===== config.mk =====
export PLATFORM = sky130hd
export DESIGN_NAME = randgen_periph
export DESIGN_NICKNAME = d
export VERILOG_FILES = /design/src/rtl/randgen_pkg.sv /design/src/rtl/randgen_lfsr.sv /design/src/rtl/randgen_fifo.sv /design/src/rtl/randgen_seed_mon.sv /design/src/rtl/randgen_periph.sv
export SDC_FILE = /design/constraint.sdc
export NUM_CORES = 1
export LEC_CHECK = 0
export ABC_AREA = 0
export BUFFER_PORTS_ARGS = -buffer_cell sky130_fd_sc_hd__clkbuf_2
export CAP_MARGIN = 20
export CORE_MARGIN = 3
export CORE_UTILIZATION = 55
export CTS_BUF_LIST = sky130_fd_sc_hd__clkbuf_16
export CTS_CLUSTER_DIAMETER = 30
export DETAILED_ROUTE_END_ITERATION = 8
export GPL_TIMING_DRIVEN = 0
export HOLD_SLACK_MARGIN = 0.06
export PLACE_DENSITY = 0.84
export SYNTH_ARGS = -nofsm -noshare
export SYNTH_HDL_FRONTEND = slang
export SYNTH_HIERARCHICAL = 1
export SYNTH_SLANG_ARGS = --single-unit

===== constraint.sdc =====
create_clock -name clk -period 6.1 [get_ports clk]
set_input_delay 1.22 -clock clk [delete_from_list [all_inputs] [get_ports clk]]
set_output_delay 1.22 -clock clk [all_outputs]
set_load 0.1 [all_outputs]

===== src/rtl/randgen_pkg.sv =====
package randgen_pkg;
   // byte offsets decoded by software drivers
   localparam int unsigned OFS_CTRL = 32'h0;
   localparam int unsigned OFS_STAT = 32'h4;
   localparam int unsigned OFS_DATA = 32'h8;

   // control fields
   localparam int unsigned CB_RUN   = 2;
   localparam int unsigned CB_IRQEN = 3;
   localparam int unsigned CB_CKMSK = 5;

   // status fields
   localparam int unsigned SB_READY   = 0;
   localparam int unsigned SB_CKNOW   = 1;
   localparam int unsigned SB_SEEDNOW = 2;
   localparam int unsigned SB_CKFLG   = 5;
   localparam int unsigned SB_SEEDFLG = 6;

   localparam int unsigned BUS_W = 32;
endpackage


===== src/rtl/randgen_lfsr.sv =====
module randgen_lfsr #(
   parameter int unsigned W     = 32,
   parameter logic [W-1:0] SEED = W'(32'hACE1_2357),
   parameter int unsigned STEPS = W
) (
   input  logic         clk,
   input  logic         rst_n,
   input  logic         advance_i,
   output logic [W-1:0] word_o
);
   logic [W-1:0] taps;
   logic [W-1:0] state_q;
   logic [W-1:0] state_d;

   generate
      if (W == 32) begin : g_w32
         assign taps = W'(32'h8020_0003);
      end else if (W == 16) begin : g_w16
         assign taps = W'(16'hD008);
      end else begin : g_bad_w
         $error("randgen_lfsr: W must be 16 or 32");
         assign taps = '0;
      end
      if (SEED == '0) begin : g_bad_seed
         $error("randgen_lfsr: SEED must be nonzero");
      end
      if (STEPS < 1) begin : g_bad_steps
         $error("randgen_lfsr: STEPS must be at least 1");
      end
   endgenerate

   always_comb begin
      state_d = state_q;
      for (int unsigned i = 0; i < STEPS; i++) begin
         state_d = {state_d[W-2:0], ^(state_d & taps)};
      end
   end

   always_ff @(posedge clk or negedge rst_n) begin
      if (!rst_n) begin
         state_q <= SEED;
      end else if (advance_i) begin
         state_q <= state_d;
      end
   end

   assign word_o = state_d;
endmodule


===== src/rtl/randgen_fifo.sv =====
module randgen_fifo #(
   parameter int unsigned W     = 32,
   parameter int unsigned DEPTH = 4
) (
   input  logic                       clk,
   input  logic                       rst_n,
   input  logic                       push_i,
   input  logic [W-1:0]               data_i,
   input  logic                       pop_i,
   output logic [W-1:0]               data_o,
   output logic [$clog2(DEPTH+1)-1:0] fill_o,
   output logic                       full_o,
   output logic                       empty_o
);
   localparam int unsigned AW = (DEPTH > 1) ? $clog2(DEPTH) : 1;
   localparam int unsigned CW = $clog2(DEPTH + 1);

   generate
      if (DEPTH < 1) begin : g_bad_depth
         $error("randgen_fifo: DEPTH must be at least 1");
      end
   endgenerate

   logic [W-1:0]  mem [DEPTH];
   logic [AW-1:0] wr_ptr, rd_ptr, wr_inc, rd_inc;
   logic [CW-1:0] fill_q;
   logic          do_push, do_pop;

   assign full_o  = (fill_q == CW'(DEPTH));
   assign empty_o = (fill_q == '0);
   assign do_push = push_i && !full_o;
   assign do_pop  = pop_i && !empty_o;

   generate
      if ((1 << AW) == DEPTH) begin : g_pow2
         assign wr_inc = wr_ptr + AW'(1);
         assign rd_inc = rd_ptr + AW'(1);
      end else begin : g_wrap
         assign wr_inc = (wr_ptr == AW'(DEPTH - 1)) ? '0 : wr_ptr + AW'(1);
         assign rd_inc = (rd_ptr == AW'(DEPTH - 1)) ? '0 : rd_ptr + AW'(1);
      end
   endgenerate

   always_ff @(posedge clk) begin
      if (do_push) begin
         mem[wr_ptr] <= data_i;
      end
   end

   always_ff @(posedge clk or negedge rst_n) begin
      if (!rst_n) begin
         wr_ptr <= '0;
         rd_ptr <= '0;
         fill_q <= '0;
      end else begin
         if (do_push) wr_ptr <= wr_inc;
         if (do_pop)  rd_ptr <= rd_inc;
         if (do_push && !do_pop) begin
            fill_q <= fill_q + CW'(1);
         end else if (do_pop && !do_push) begin
            fill_q <= fill_q - CW'(1);
         end
      end
   end

   assign data_o = mem[rd_ptr];
   assign fill_o = fill_q;
endmodule


===== src/rtl/randgen_seed_mon.sv =====
module randgen_seed_mon #(
   parameter int unsigned FLUSH_READS = 12
) (
   input  logic clk,
   input  logic rst_n,
   input  logic run_i,
   input  logic fault_i,
   input  logic flag_wr_i,
   input  logic flag_wbit_i,
   input  logic data_rd_i,
   output logic seed_now_o,
   output logic seed_flag_o
);
   localparam int unsigned CW = $clog2(FLUSH_READS + 1);

   generate
      if (FLUSH_READS < 1) begin : g_bad_flush
         $error("randgen_seed_mon: FLUSH_READS must be at least 1");
      end
   endgenerate

   logic          now_q, flag_q;
   logic [CW-1:0] flush_q;
   logic          hit, flushing, flush_done;

   assign hit        = run_i && fault_i;
   assign flushing   = now_q && !flag_q;
   assign flush_done = flushing && (flush_q == CW'(FLUSH_READS)) && !fault_i;

   always_ff @(posedge clk or negedge rst_n) begin
      if (!rst_n) begin
         now_q   <= 1'b0;
         flag_q  <= 1'b0;
         flush_q <= '0;
      end else if (hit) begin
         now_q   <= 1'b1;
         flag_q  <= 1'b1;
         flush_q <= '0;
      end else begin
         if (flag_wr_i && !flag_wbit_i) begin
            flag_q <= 1'b0;
         end
         if (flush_done) begin
            now_q   <= 1'b0;
            flush_q <= '0;
         end else if (flushing && data_rd_i && flush_q != CW'(FLUSH_READS)) begin
            flush_q <= flush_q + CW'(1);
         end
      end
   end

   assign seed_now_o  = now_q;
   assign seed_flag_o = flag_q;
endmodule


===== src/rtl/randgen_periph.sv =====
module randgen_periph
   import randgen_pkg::*;
#(
   parameter int unsigned ADDR_W      = 4,
   parameter int unsigned FIFO_WORDS  = 4,
   parameter int unsigned STEP_CYCLES = 4,
   parameter int unsigned FLUSH_READS = 12,
   parameter logic [31:0] LFSR_SEED   = 32'hACE1_2357
) (
   input  logic              clk,
   input  logic              rst_n,
   input  logic              bus_sel_i,
   input  logic              bus_wr_i,
   input  logic [ADDR_W-1:0] bus_addr_i,
   input  logic [31:0]       bus_wdata_i,
   output logic [31:0]       bus_rdata_o,
   input  logic              seed_fault_i,
   output logic              irq_o
);
   localparam int unsigned FILL_W = $clog2(FIFO_WORDS + 1);
   localparam int unsigned PACE_W = (STEP_CYCLES > 1) ? $clog2(STEP_CYCLES) : 1;

   generate
      if (ADDR_W < 4) begin : g_bad_addr
         $error("randgen_periph: ADDR_W must cover offset 0x08");
      end
      if (STEP_CYCLES < 1) begin : g_bad_step
         $error("randgen_periph: STEP_CYCLES must be at least 1");
      end
   endgenerate

   // address decode
   logic sel_ctrl, sel_stat, sel_data;
   logic wr_ctrl, wr_stat, rd_data;

   assign sel_ctrl = (bus_addr_i == ADDR_W'(OFS_CTRL));
   assign sel_stat = (bus_addr_i == ADDR_W'(OFS_STAT));
   assign sel_data = (bus_addr_i == ADDR_W'(OFS_DATA));
   assign wr_ctrl  = bus_sel_i && bus_wr_i && sel_ctrl;
   assign wr_stat  = bus_sel_i && bus_wr_i && sel_stat;
   assign rd_data  = bus_sel_i && !bus_wr_i && sel_data;

   // control register
   logic run_q, irqen_q, ckmsk_q;

   always_ff @(posedge clk or negedge rst_n) begin
      if (!rst_n) begin
         run_q   <= 1'b0;
         irqen_q <= 1'b0;
         ckmsk_q <= 1'b0;
      end else if (wr_ctrl) begin
         run_q   <= bus_wdata_i[CB_RUN];
         irqen_q <= bus_wdata_i[CB_IRQEN];
         ckmsk_q <= bus_wdata_i[CB_CKMSK];
      end
   end

   // seed fault tracking
   logic seed_now, seed_flag;

   randgen_seed_mon #(
      .FLUSH_READS(FLUSH_READS)
   ) u_seed (
      .clk        (clk),
      .rst_n      (rst_n),
      .run_i      (run_q),
      .fault_i    (seed_fault_i),
      .flag_wr_i  (wr_stat),
      .flag_wbit_i(bus_wdata_i[SB_SEEDFLG]),
      .data_rd_i  (rd_data),
      .seed_now_o (seed_now),
      .seed_flag_o(seed_flag)
   );

   // word pacing
   logic fifo_full, fifo_empty, gen_ok, gen_tick;

   assign gen_ok = run_q && !seed_now && !fifo_full;

   generate
      if (STEP_CYCLES == 1) begin : g_every
         assign gen_tick = gen_ok;
      end else begin : g_paced
         logic [PACE_W-1:0] pace_q;
         always_ff @(posedge clk or negedge rst_n) begin
            if (!rst_n) begin
               pace_q <= '0;
            end else if (gen_ok) begin
               pace_q <= (pace_q == PACE_W'(STEP_CYCLES - 1)) ? '0 : pace_q + PACE_W'(1);
            end
         end
         assign gen_tick = gen_ok && (pace_q == PACE_W'(STEP_CYCLES - 1));
      end
   endgenerate

   // noise stand-in and word store
   logic [31:0]       new_word, head_word;
   logic [FILL_W-1:0] fifo_fill;
   logic              pop;

   randgen_lfsr #(
      .W    (32),
      .SEED (LFSR_SEED),
      .STEPS(32)
   ) u_lfsr (
      .clk      (clk),
      .rst_n    (rst_n),
      .advance_i(gen_tick),
      .word_o   (new_word)
   );

   assign pop = rd_data && !fifo_empty;

   randgen_fifo #(
      .W    (32),
      .DEPTH(FIFO_WORDS)
   ) u_fifo (
      .clk    (clk),
      .rst_n  (rst_n),
      .push_i (gen_tick),
      .data_i (new_word),
      .pop_i  (pop),
      .data_o (head_word),
      .fill_o (fifo_fill),
      .full_o (fifo_full),
      .empty_o(fifo_empty)
   );

   // read mux
   logic [31:0] ctrl_view, stat_view;

   always_comb begin
      ctrl_view = '0;
      ctrl_view[CB_RUN]   = run_q;
      ctrl_view[CB_IRQEN] = irqen_q;
      ctrl_view[CB_CKMSK] = ckmsk_q;
      stat_view = '0;
      stat_view[SB_READY]   = !fifo_empty;
      stat_view[SB_CKNOW]   = 1'b0;
      stat_view[SB_SEEDNOW] = seed_now;
      stat_view[SB_CKFLG]   = 1'b0;
      stat_view[SB_SEEDFLG] = seed_flag;
   end

   always_comb begin
      bus_rdata_o = '0;
      if (bus_sel_i && !bus_wr_i) begin
         if (sel_ctrl) begin
            bus_rdata_o = ctrl_view;
         end else if (sel_stat) begin
            bus_rdata_o = stat_view;
         end else if (sel_data && !fifo_empty) begin
            bus_rdata_o = head_word;
         end
      end
   end

   assign irq_o = irqen_q && (!fifo_empty || seed_flag);

   logic unused_bits;
   assign unused_bits = ^{fifo_fill, bus_wdata_i};
endmodule


* Yosys cells after proc, flatten, opt, wreduce, memory -nomap -nowiden *
Memories as Yosys holds them, arrays and structs flattened.
Index checks and enable logic that the tools add are counted.

word-level totals
  bits of input ports = 41
  word-level logic and storage cells = 110
  memory bits (writable) = 128
  memories = 1
  output and inout port bits = 33
  bits in registers = 50

operators by class
  eq/ne operators = 6
  reduce and logical (&&, ||, !) cells = 70
  multiplexer cells = 16
  $add $sub $neg = 6

memories
  name        depth  width  rd ports  clocked after Yosys merged registers in  wr ports  line                text
  u_fifo.mem  4      32     1         0                                        1         randgen_fifo.sv:24  logic [W-1:0] mem [DEPTH];

operators with widths
  cell                 number
  $reduce_xor 32->1    32
  $mux 32              4
  $logic_and 1x1->1    22
  $mux 4               3
  $logic_not 1->1      9
  $eq 4x4->1 const B   2
  $add 2x1->2 const B  3
  $mux 1               6
  $mux 3               2
  $reduce_bool 2->1    3
  $add 4x1->4 const B  1
  $eq 4x3->1 const B   1
  $logic_not 4->1      1
  $ne 4x4->1 const B   1
  $add 3x1->3 const B  1
  $eq 3x3->1 const B   1
  $logic_not 3->1      1
  $reduce_bool 3->1    1
  $sub 3x1->3 const B  1
  $eq 2x2->1 const B   1
  $mux 2               1
  $logic_or 1x1->1     1

* Depth between registers and ports, before layout *
  word-level depth = 32
  depth in mapped cells = 12
  depth with buffers taken out = 11

* Modules after synthesis *
Netlist, hierarchy kept.

by module, submodules not included
  module            times used  cells each  area each (µm²)  sequential area each (µm²)
  randgen_fifo      1           204         5094.9           4018.9
  randgen_lfsr      1           212         2585.0           820.8
  randgen_periph    1           72          584.3            125.1
  randgen_seed_mon  1           38          365.4            150.1

* Worst setup path before layout *
No wires, ideal clock.

  path type = input -> output
  start = in bus_wr_i
  end = out bus_rdata_o[2]
  setup slack = -1729 ps
  stages = 3
  buffers on the path = 1
  data arrival time = 6609 ps
  required time = 4880 ps
  cells stage by stage = or4b_1 buf_2 a2111oi_0

on the way
  longest elaborated chain between the ends = 3

ends and longest elaborated chain
  what                line                   text
  start: declaration  randgen_periph.sv:13   input logic bus_wr_i,
  $logic_not 1->1     randgen_periph.sv:147  if (bus_sel_i && !bus_wr_i) begin
  $logic_and 1x1->1   randgen_periph.sv:147
  $mux 32             randgen_periph.sv:147
  end: declaration    randgen_periph.sv:16   output logic [31:0] bus_rdata_o,

No other way between the ends.

* Final worst setup path *
  start = in bus_wr_i
  end = out bus_rdata_o[23]

Same word-level chain as after synthesis.

==> reports/qor.csv <==
metric;value;unit
CTS tree;built;
Total Neg Setup Slack;0;ns
io pins;74;
first-pass GRT wire length;25600;microns
core box area;0.0153;sq mm
TritonRoute pass-1 iters;4;
warning count from the yosys run;6;
cells taking the most area after synthesis;edfxtp_1 45%, dfrtp_1 9.9%, mux4_2 7.3%;
PD cells;579;mW/mm^2
Final ANT Viol Nets;0;
status;finished clean;
Worst Setup End Kind;output port;
Fill cells;1050;
CTS resizes;0;
initial antenna violation count;0;
Hold Crit Class;flip-flop to flip-flop;
skew final;0.0112;ns
Wirelength per Cell;19.6;microns
Clock Latency Late Sink;0.42;ns
Syn Std Cell Area;0.00863;sq mm
post-layout net count;640;
final std cell area, no fill;0.00971;sq mm
Non-Filler Instances;814;
routed vias;4457;
family with the most delay on the worst path;simple AND/OR/NAND/NOR gates;
CP Launch Type;input pin;
FF-to-FF path depth;8;
routability cong.;0.876;
root buffer selected by CTS;clkbuf_16;
fmax;219;MHz
Final Max Tran Viols;0;
minimum clock period;4.58;ns
die height;131;microns
total congestion overflow;0;
share of cells above drive strength 1;0.299;
GR Util All Layers;0.195;
largest net degree at the start of global routing;33;
r2r setup slk;2.36;ns
Hold Path Sink;ckmsk_q;
die width;131;microns
vias in the first global route;4778;
synthesized net count;576;
initial core utilization;0.566;
highest-delay cell along the critical path;or4b_1;
final core utilization;0.636;
register area share after synthesis;0.593;
FF-to-FF End;u_fifo/mem[0][3];
slew of the pin with the lowest slew margin;0.950;ns
static leakage;3.68;nW
most frequent CP cell;clkbuf_2;
area of the multi-input gates;0.00331;sq mm
Tcrit/Tclk final;0.750;
Crit Path Max Fanout;11;
Post-CTS Hold Buffers;0;
DRT iter0 DRCs;252;
die area;0.0172;sq mm
hold slack;0.503;ns
crit path kind;input pin to output port;
Cell Chain, Critical Path;clkbuf_2, or4b_1, buf_2, nor3b_4, buf_6, and2_1, clkbuf_2;
Ant. Diodes;0;
Max IR drop VDD;454;uV
DRC Markers;0;
Yosys top cell by area;edfxtp_1;
IO Port Bufs;44;
MaxCap Viol Count;0;
cells after synthesis;526;
Area Growth Syn to Fin;12.5;%
H-tree levels;4;
CTS max path bufs;2;
synth unique cells;54;
WP buf/inv;4;
Slew Limit Headroom;0.367;
Placed Area;0.00915;sq mm
Final setup viols;0;
Yosys top cell area share;0.445;
HPWL after detailed placement;10600;microns
Worst EP required;4.88;ns
Avg Cell Area, Syn;16.4;sq um
worst r2r src;u_lfsr/state_q[21];
RSZ-0062 raised after global routing;false;
Placed Cells;782;
critical path's largest stage delay;0.52;ns
Crit path arrival time;3.36;ns
clock sink count;178;
CTS buffer count;17;
Clock transition at path regs;0.06;ns
final WL;16000;microns
postcts setup bufs;0;
Final Hold Vio Count;0;
WHS Path Cells;1;
Site Rows;45;
Seq. cell area;0.00511;sq mm
routed vias/inst;5.48;
register bit total from synthesis;178;
Worst Hold Launch;ckmsk_q;
[worst max path at each step]
stage             start              end  slack, ns  cells past startpoint
6_report       bus_wr_i  bus_rdata_o[23]       1.52                      7
5_1_grt        bus_wr_i  bus_rdata_o[22]       1.41                      7
4_1_cts        bus_wr_i  bus_rdata_o[23]       1.48                      7
3_5_place_dp   bus_wr_i  bus_rdata_o[23]       1.49                      7
3_3_place_gp   bus_wr_i  bus_rdata_o[23]       1.56                      7
2_1_floorplan  bus_wr_i   bus_rdata_o[0]       0.91                      3
[sequential cells by signal (all words and copies together) (netlist names)]
register and flops:
g_paced.pace_q 2, u_seed/seed_now_o 1, u_fifo/fill_o 3, u_seed/flush_q 4
ckmsk_q 1, u_fifo/mem 128, u_fifo/rd_ptr 2, u_fifo/wr_ptr 2
irqen_q 1, u_seed/seed_flag_o 1, u_lfsr/state_q 32, run_q 1
[kinds of logic after synthesis]
logic type	count (synthesis)	share of synthesized area
compound gates	21	0.0154
xor+xnor	127	0.171
fa+ha+maj	9	0.0139
buf+inv	36	0.0254
flops	178	0.593
mux	56	0.117
simple gates	99	0.0654
[per-layer routing]
metal	up-vias	GRT usage	wire length (microns)
met5	-	0	0
met4	0	0.0648	249
met3	26	0.0467	682
met2	104	0.346	8590
met1	2305	0.235	6450
li1	2022	-	-
[per-stage QoR]
step                setup slack, ns  power [W]
floorplan                     0.908    0.00403
global placement               1.56    0.00447
CTS                            1.48    0.00566
detailed placement             1.49    0.00462
finish                         1.52    0.00562
global route                   1.41    0.00593
[area by class of cell]
cell class	instances	area share
Sequential cell	178	0.527
Multi-Input combinational cell	312	0.341
Clock buffer	17	0.0438
Tap cell	211	0.0272
Timing Repair Buffer	45	0.0248
Buffer	18	0.0156
Clock inverter	15	0.0139
Inverter	18	0.00696
[cells in the mapped netlist, drive strengths merged]
master and instances:
nor2 25, mux4 32, a2111oi 1, and4 1, a21o 1, and3 1, or4b 1, dfrtp 34
fa 1, mux2 22, nand3 4, and2 32, o31ai 3, xor2 32, xnor3 10, nor2b 6
nand4 1, buf 12, dfstp 16, nand2 11, nand4b 1, o21a 1, a32oi 1, nor3 5
mux2i 2, nand3b 2, xor3 4, nor3b 5, inv 18, nand2b 1, clkbuf 6, ha 8
or3 2, a21boi 1, edfxtp 128, a21oi 11, xnor2 81, o21ai 2, and3b 1
[power breakdown]
group | total (W) | internal (W) | switching, W | leakage (nW)
Sequential | 0.00213 | 0.00209 | 0.0000411 | 1.80
Clock | 0.00102 | 0.000565 | 0.000453 | 0.271
Combinational | 0.00247 | 0.000918 | 0.00155 | 1.62
Total | 0.00562 | 0.00358 | 0.00204 | 3.68
[layout by cell type (no fill, tap or decap), types with 11 or more instances in the layout]
| master | count |
|---|---|
| edfxtp_1 | 128 |
| xnor2_1 | 72 |
| clkbuf_2 | 44 |
| dfrtp_1 | 34 |
| and2_1 | 28 |
| mux4_2 | 28 |
| xor2_1 | 26 |
| nor2_1 | 25 |
| mux2_2 | 21 |
| inv_1 | 18 |
| clkbuf_16 | 17 |
| dfstp_2 | 16 |
| a21oi_1 | 11 |
| nand2_1 | 11 |
(Power assumes the default switching activity.)
